## src/rtl/cstat_pkg.sv

```systemverilog
package cstat_pkg;
    localparam int ESR_W  = 12;
    localparam int ADDR_W = 18;
    localparam int BYTE_W = 8;
    localparam int PKT_N  = 8;
    localparam int IDX_W  = $clog2(PKT_N);

    localparam int B_CRC  = 0;
    localparam int B_INIT = 2;
    localparam int B_PWR  = 3;
    localparam int B_DENE = 4;
    localparam int B_DDEN = 5;
    localparam int B_DEL  = 6;
    localparam int B_RDY  = 7;
    localparam int B_USEL = 8;
    localparam int B_WCO  = 10;
    localparam int B_NXM  = 11;

    localparam logic [ESR_W-1:0] ERR_MASK =
        (ESR_W'(1) << B_NXM) | (ESR_W'(1) << B_WCO) | (ESR_W'(1) << B_DENE) |
        (ESR_W'(1) << B_PWR) | (ESR_W'(1) << B_CRC);
    localparam logic [ESR_W-1:0] DRV_MASK =
        (ESR_W'(1) << B_USEL) | (ESR_W'(1) << B_RDY) | (ESR_W'(1) << B_DDEN);
    localparam logic [BYTE_W-1:0] CODE_WCO = 8'o230;

    localparam int SEC_SD = 128;
    localparam int SEC_DD = 256;

    typedef struct packed {
        logic [ESR_W-1:0]  flags;
        logic [BYTE_W-1:0] code;
    } cmpl_t;

    typedef struct packed {
        logic       drv;
        logic [1:0] media;
        logic [1:0] dd;
    } drv_ctx_t;

    typedef logic [PKT_N-1:0][BYTE_W-1:0] pkt_t;

    function automatic logic [ESR_W-1:0] esr_rebuild(logic [ESR_W-1:0] cur,
                                                    logic [ESR_W-1:0] add,
                                                    drv_ctx_t c);
        logic [ESR_W-1:0] e;
        e = (cur | add) & ~DRV_MASK;
        e[B_USEL] = c.drv;
        e[B_RDY]  = c.media[c.drv];
        e[B_DDEN] = c.media[c.drv] & c.dd[c.drv];
        return e;
    endfunction
endpackage

```

## src/rtl/cstat_wc_check.sv

```systemverilog
module cstat_wc_check
    import cstat_pkg::*;
(
    input  logic              den,
    input  logic [BYTE_W-1:0] wc,
    output logic              ovf
);
    localparam int BW = BYTE_W + 2;
    logic [BW-1:0] bytes;
    logic [BW-1:0] limit;

    always_comb begin
        bytes = BW'({wc, 1'b0});
        limit = den ? BW'(SEC_DD) : BW'(SEC_SD);
        ovf   = bytes > limit;
    end
endmodule

```

## src/rtl/cstat_xs_stream.sv

```systemverilog
module cstat_xs_stream
    import cstat_pkg::*;
(
    input  logic              clk,
    input  logic              rst,
    input  logic              start,
    input  logic [ADDR_W-1:0] base,
    input  pkt_t              pkt,
    output logic              busy,
    output logic              dma_valid,
    output logic [ADDR_W-1:0] dma_addr,
    output logic [BYTE_W-1:0] dma_data,
    input  logic              dma_ready,
    input  logic              dma_err,
    output logic              fin,
    output logic              fin_nxm
);
    localparam logic [IDX_W-1:0] LAST = IDX_W'(PKT_N - 1);

    logic [IDX_W-1:0]  idx_q;
    logic [ADDR_W-1:0] base_q;
    pkt_t              pkt_q;
    logic              accept;

    assign accept    = busy & dma_ready;
    assign fin       = accept & (dma_err | (idx_q == LAST));
    assign fin_nxm   = accept & dma_err;
    assign dma_valid = busy;
    assign dma_addr  = base_q + ADDR_W'(idx_q);
    assign dma_data  = pkt_q[idx_q];

    always_ff @(posedge clk) begin
        if (rst) begin
            busy   <= 1'b0;
            idx_q  <= '0;
            base_q <= '0;
            pkt_q  <= '0;
        end else if (!busy && start) begin
            busy   <= 1'b1;
            idx_q  <= '0;
            base_q <= base;
            pkt_q  <= pkt;
        end else if (accept) begin
            if (fin) busy  <= 1'b0;
            else     idx_q <= idx_q + 1'b1;
        end
    end
endmodule

```

## src/rtl/cstat_status_reg.sv

```systemverilog
module cstat_status_reg
    import cstat_pkg::*;
(
    input  logic              clk,
    input  logic              rst,
    input  logic              evt,
    input  cmpl_t             info,
    input  drv_ctx_t          ctx,
    input  logic              cmd_start,
    input  logic              cmd_rw,
    output logic              done,
    output logic              err,
    output logic [ESR_W-1:0]  esr,
    output logic [15:0]       dbr,
    output logic [BYTE_W-1:0] ecode
);
    logic [ESR_W-1:0] esr_n;

    always_comb esr_n = esr_rebuild(esr, info.flags, ctx);

    always_ff @(posedge clk) begin
        if (rst) begin
            done  <= 1'b0;
            err   <= 1'b0;
            esr   <= '0;
            dbr   <= '0;
            ecode <= '0;
        end else if (evt) begin
            done  <= 1'b1;
            esr   <= esr_n;
            err   <= err | (info.code != '0) | (|(esr_n & ERR_MASK));
            ecode <= info.code;
            dbr   <= 16'(esr_n);
        end else if (cmd_start) begin
            done <= 1'b0;
            err  <= 1'b0;
            if (cmd_rw) begin
                esr   <= esr & (ESR_W'(1) << B_INIT);
                ecode <= '0;
            end
        end
    end
endmodule

```

## src/rtl/cstat_unit.sv

```systemverilog
module cstat_unit
    import cstat_pkg::*;
(
    input  logic        clk,
    input  logic        rst,
    input  logic        cmd_start,
    input  logic        cmd_rw,
    input  logic        cmpl_req,
    input  logic [11:0] cmpl_flags,
    input  logic [7:0]  cmpl_code,
    input  logic        fe_req,
    output logic        fe_go,
    input  logic        xs_start,
    input  logic [17:0] xs_addr,
    input  logic        drv_sel,
    input  logic        den_sel,
    input  logic        ie,
    input  logic [1:0]  media,
    input  logic [1:0]  dd,
    input  logic [7:0]  wcount,
    input  logic [7:0]  trk0,
    input  logic [7:0]  trk1,
    input  logic [7:0]  req_trk,
    input  logic [7:0]  req_sec,
    output logic        dma_valid,
    input  logic        dma_ready,
    input  logic        dma_err,
    output logic [17:0] dma_addr,
    output logic [7:0]  dma_data,
    output logic        done,
    output logic        irq,
    output logic        csr_err,
    output logic [11:0] esr,
    output logic [15:0] dbr,
    output logic [7:0]  ecode,
    output logic        xs_busy
);
    logic     wc_ovf, xs_fin, xs_nxm, fe_live, fe_ovf_ev, evt;
    cmpl_t    info;
    drv_ctx_t ctx;
    pkt_t     pkt;

    cstat_wc_check u_wc (.den(den_sel), .wc(wcount), .ovf(wc_ovf));

    always_comb begin
        pkt[0] = ecode;
        pkt[1] = wcount;
        pkt[2] = trk0;
        pkt[3] = trk1;
        pkt[4] = req_trk;
        pkt[5] = req_sec;
        pkt[6] = {drv_sel, dd[1], media[drv_sel], dd[0], 3'b000, den_sel};
        pkt[7] = drv_sel ? trk1 : trk0;
    end

    cstat_xs_stream u_xs (
        .clk(clk), .rst(rst), .start(xs_start), .base(xs_addr), .pkt(pkt),
        .busy(xs_busy), .dma_valid(dma_valid), .dma_addr(dma_addr),
        .dma_data(dma_data), .dma_ready(dma_ready), .dma_err(dma_err),
        .fin(xs_fin), .fin_nxm(xs_nxm)
    );

    // Requests other than the packet's own end are only honoured when idle.
    assign fe_live   = fe_req & ~xs_busy;
    assign fe_ovf_ev = fe_live & wc_ovf;
    assign evt       = xs_fin | fe_ovf_ev | (cmpl_req & ~xs_busy);

    always_comb begin
        if (xs_fin) begin
            info.flags = xs_nxm ? (ESR_W'(1) << B_NXM) : '0;
            info.code  = '0;
        end else if (fe_ovf_ev) begin
            info.flags = ESR_W'(1) << B_WCO;
            info.code  = CODE_WCO;
        end else begin
            info.flags = cmpl_flags;
            info.code  = cmpl_code;
        end
        ctx.drv   = drv_sel;
        ctx.media = media;
        ctx.dd    = dd;
    end

    cstat_status_reg u_st (
        .clk(clk), .rst(rst), .evt(evt), .info(info), .ctx(ctx),
        .cmd_start(cmd_start), .cmd_rw(cmd_rw), .done(done), .err(csr_err),
        .esr(esr), .dbr(dbr), .ecode(ecode)
    );

    always_ff @(posedge clk) begin
        if (rst) fe_go <= 1'b0;
        else     fe_go <= fe_live & ~wc_ovf;
    end

    assign irq = done & ie;
endmodule

```

## config.mk

```make
export PLATFORM = sky130hd
export DESIGN_NAME = cstat_unit
export DESIGN_NICKNAME = d
export VERILOG_FILES = /design/src/rtl/cstat_pkg.sv /design/src/rtl/cstat_wc_check.sv /design/src/rtl/cstat_xs_stream.sv /design/src/rtl/cstat_status_reg.sv /design/src/rtl/cstat_unit.sv
export SDC_FILE = /design/constraint.sdc
export NUM_CORES = 1
export LEC_CHECK = 0
export BUFFER_PORTS_ARGS = -buffer_cell sky130_fd_sc_hd__buf_2
export CORE_ASPECT_RATIO = 0.6
export CORE_MARGIN = 4
export CORE_UTILIZATION = 54
export CTS_BUF_LIST = sky130_fd_sc_hd__clkbuf_2
export DETAILED_ROUTE_END_ITERATION = 12
export PLACE_DENSITY_LB_ADDON = 0.25
export SYNTH_ARGS = -nofsm -noshare
export SYNTH_HDL_FRONTEND = slang
export SYNTH_HIERARCHICAL = 1
export SYNTH_SLANG_ARGS = --single-unit
export TNS_END_PERCENT = 10
```

## constraint.sdc

```tcl
create_clock -name clk -period 2.9 [get_ports clk]
set_input_delay 0.435 -clock clk [delete_from_list [all_inputs] [get_ports clk]]
set_output_delay 0.435 -clock clk [all_outputs]
set_load 0.01 [all_outputs]
```

==> impl_summary.md <==
Status
The run finished with clean final reports.

Die
From left edge to right edge, the die measures 141 um. Once the floorplan was initialized, standard cells occupied 56.6% of the core. The number of rows created at floorplan is 28. The y dimension of the die is 87.5 um. The die covers 0.0123 mm2. The total core area is 0.0101 mm2.

Pin placement for this block handled 162 I/O pins.

Critical path
The worst setup path startpoint is u_xs/idx_q[1]$_SDFFE_PP0P_. The worst setup path is of the reg2out kind. The required time of the critical path is 2.47 ns. Along the worst path, the maximum fanout reaches 8.

STA classifies the critical path startpoint as a register. For the worst flop-to-flop path, the logic depth is 10. The worst register-to-register path ends at u_st/esr[1]$_SDFFE_PP0P_. The timing endpoint of the critical path is dma_addr[7].

The reg-to-reg critical path startpoint is u_xs/idx_q[0]$_SDFFE_PP0P_. STA puts the critical path data arrival time at 2.39 ns. The critical path endpoint category is a primary output.

The setup slack on the worst flop-to-flop path is 0.54 ns.

GRT
The largest net degree at the start of global routing is 83. The initial antenna violation count is 0. The global routing usage on met3 is 7.13%. For this run the aggregate overflow at the end of global routing stands at 0. The global-route met2 utilization is 44.4%.

The first global-routing pass estimated 26100 um of wire. The number of global-route vias before repair is 5482. The combined global-route utilization of all metal layers is 26.4%. The busiest layer in global routing is met2. For met1 alone, demand over resource in global routing was 33.6%.

Layout
The net count reported at finish is 961. The area overhead of the layout relative to synthesis is 31.3%. In the layout the commonest cells are sky130_fd_sc_hd__nand2_1, sky130_fd_sc_hd__buf_2, sky130_fd_sc_hd__dfxtp_1, sky130_fd_sc_hd__a21oi_1, sky130_fd_sc_hd__dlygate4sd3_1. Cells with a size suffix above 1 make up 28.1% of the layout. Measured on the finished design, the core utilization comes to 74.3%. The number of antenna diodes is 0. Leaving out fill and tap cells, the most frequent cell in the layout is sky130_fd_sc_hd__nand2_1.

STA
The smallest clock period supported by the final layout is computed as 2.82 ns. The total setup violations reported at the end of the flow is 0. The worst pin sits at a relative slew slack of 53.6%. Setup repair after global routing could not meet its margin everywhere.

At the pin with the least slew margin, the transition time is 0.694 ns. The final critical path takes up 97.4% of the cycle. The max-slew violation count is 0. The final count of hold timing violations is 0. The worst-case setup margin in the final layout is 0.0757 ns. The fmax is 0.354 GHz.

The sum of negative setup slack is 0 ns. The post-route clock skew is 0.0339 ns.

Routing
The final wirelength is 16000 um. In the routed design, unresolved DRC markers number 0. Before antenna repair, the detailed router went through 5 iterations. The overall via count from detail_route is 5461.

The routed length per placed instance is 15.9 um. The DRC violation total after the first TritonRoute iteration is 348. The antenna violation net count after detailed routing is 0. The mean number of vias per cell is 5.42.

Power and ir drop
For this design the static power due to leakage is 3.32 nW. Summed over all nets, the switching power comes to 0.00106 W. Dividing total power by cell area gives a power density of 507 mW/mm2. The internal portion of the total power is 0.00273 W. VDD sags by at most 0.000315 V. The clock network is responsible for 33.8% of the overall power. The sequential share of power is 48.8%.

In this run, the combinational gates consume 17.4% of the power. Net switching is 28.1% of the power.

Min path
In this run the most critical hold path is launched from fe_req. The min-delay analysis places its worst path in the category in2reg.

Clocking
The total number of clock tree sinks is 121. No sink is reached through more buffers than the 2 on the longest clock path. The clock-pin slew reported for the worst setup and hold paths after clock tree synthesis is 0.15 ns.

The clock insertion delay at the later pin of the skew report is 0.66 ns. TritonCTS built the clock tree. Clock tree synthesis selected as its root buffer the cell sky130_fd_sc_hd__clkbuf_2. The H-tree depth reported by CTS is 4. Buffers inserted during clock tree synthesis total 17.

Place
Once detailed placement completed, the half-perimeter wirelength came to 10500 um. The final weighted congestion in routability-driven placement is 0.935. The post-place setup slack is 0.140 ns. Port buffering added 154 buffers.

Synth
The count of synthesis-stage warnings from yosys is 6. The per-instance average area after synthesis is 8.68 um2. The synthesized cell area is 0.00569 mm2. The synthesized instance count is 656.

Job
Max-cap violations in this run came to 0.
-- metrics by stage --
stage / hold slack, ns / area, um2 / cells / power (W)
3_3_place_gp: 0.437 / 6490 / 909 / 0.00244
5_1_grt: 0.0109 / 7470 / 1007 / 0.00399
2_1_floorplan: 0.432 / 5710 / 661 / 0.00225
3_5_place_dp: 0.445 / 6490 / 909 / 0.00246
4_1_cts: 0.0134 / 7460 / 1006 / 0.00381
6_report: 0.0852 / 7470 / 1007 / 0.00379
-- flip-flops by register name (all words and copies together), names as in the netlist --
| signal | count |
|---|---|
| u_xs/pkt_q | 64 |
| u_xs/base_q | 18 |
| u_st/dbr | 12 |
| u_st/esr | 12 |
| u_st/ecode | 8 |
| u_xs/idx_q | 3 |
| fe_go | 1 |
| u_st/done | 1 |
| u_st/err | 1 |
| u_xs/busy | 1 |
-- power groups by stage --
stage / Sequential, W / Clock, W / Combinational [W]
floorplan: 0.00188 / 0 / 0.000363
global placement: 0.00188 / 0 / 0.000563
detailed placement: 0.00188 / 0 / 0.000580
CTS: 0.00185 / 0.00131 / 0.000650
global route: 0.00186 / 0.00140 / 0.000723
finish: 0.00185 / 0.00128 / 0.000659
-- layer usage --
| metal | wire, um | up-vias |
|---|---|---|
| met4 | 245 | 0 |
| met2 | 7690 | 226 |
| li1 | - | 2631 |
| met5 | 0 | - |
| met1 | 6890 | 2574 |
| met3 | 1210 | 30 |
-- what timing repair did --
item,4_1_cts,5_1_grt
hold endpoints to repair,62,0
endpoints found under the setup margin,21,19
buffers inserted,3,1
hold buffers,62,0
resized for setup,10,3
pin swaps,4,4
-- critical path, stage by stage (launching register included) --
cell                      delay (ns)
sky130_fd_sc_hd__dfxtp_4        0.40
sky130_fd_sc_hd__ha_1           0.30
sky130_fd_sc_hd__a21o_1         0.17
sky130_fd_sc_hd__a21oi_2        0.39
sky130_fd_sc_hd__nor2_1         0.14
sky130_fd_sc_hd__xor2_1         0.19
sky130_fd_sc_hd__buf_2          0.16
-- layout make-up --
class,instances,area [um2]
multi-input cells,475,2980
fillers,722,2580
flip-flops and latches,121,2430
repair buffers,232,1560
clock inverters,14,204
well taps,135,169
clock buffers,18,90.1
inverters,12,45.0
-- worst min path at each step --
stage	endpoint	cells after the start
global placement	u_xs/pkt_q[50]$_SDFFE_PP0P_	2
detailed placement	u_xs/pkt_q[63]$_SDFFE_PP0P_	2
floorplan	u_xs/pkt_q[15]$_SDFFE_PP0P_	2
CTS	fe_go$_SDFF_PP0_	2
global route	fe_go$_SDFF_PP0_	2
finish	fe_go$_SDFF_PP0_	2
Power figures use the tool's default switching activity.
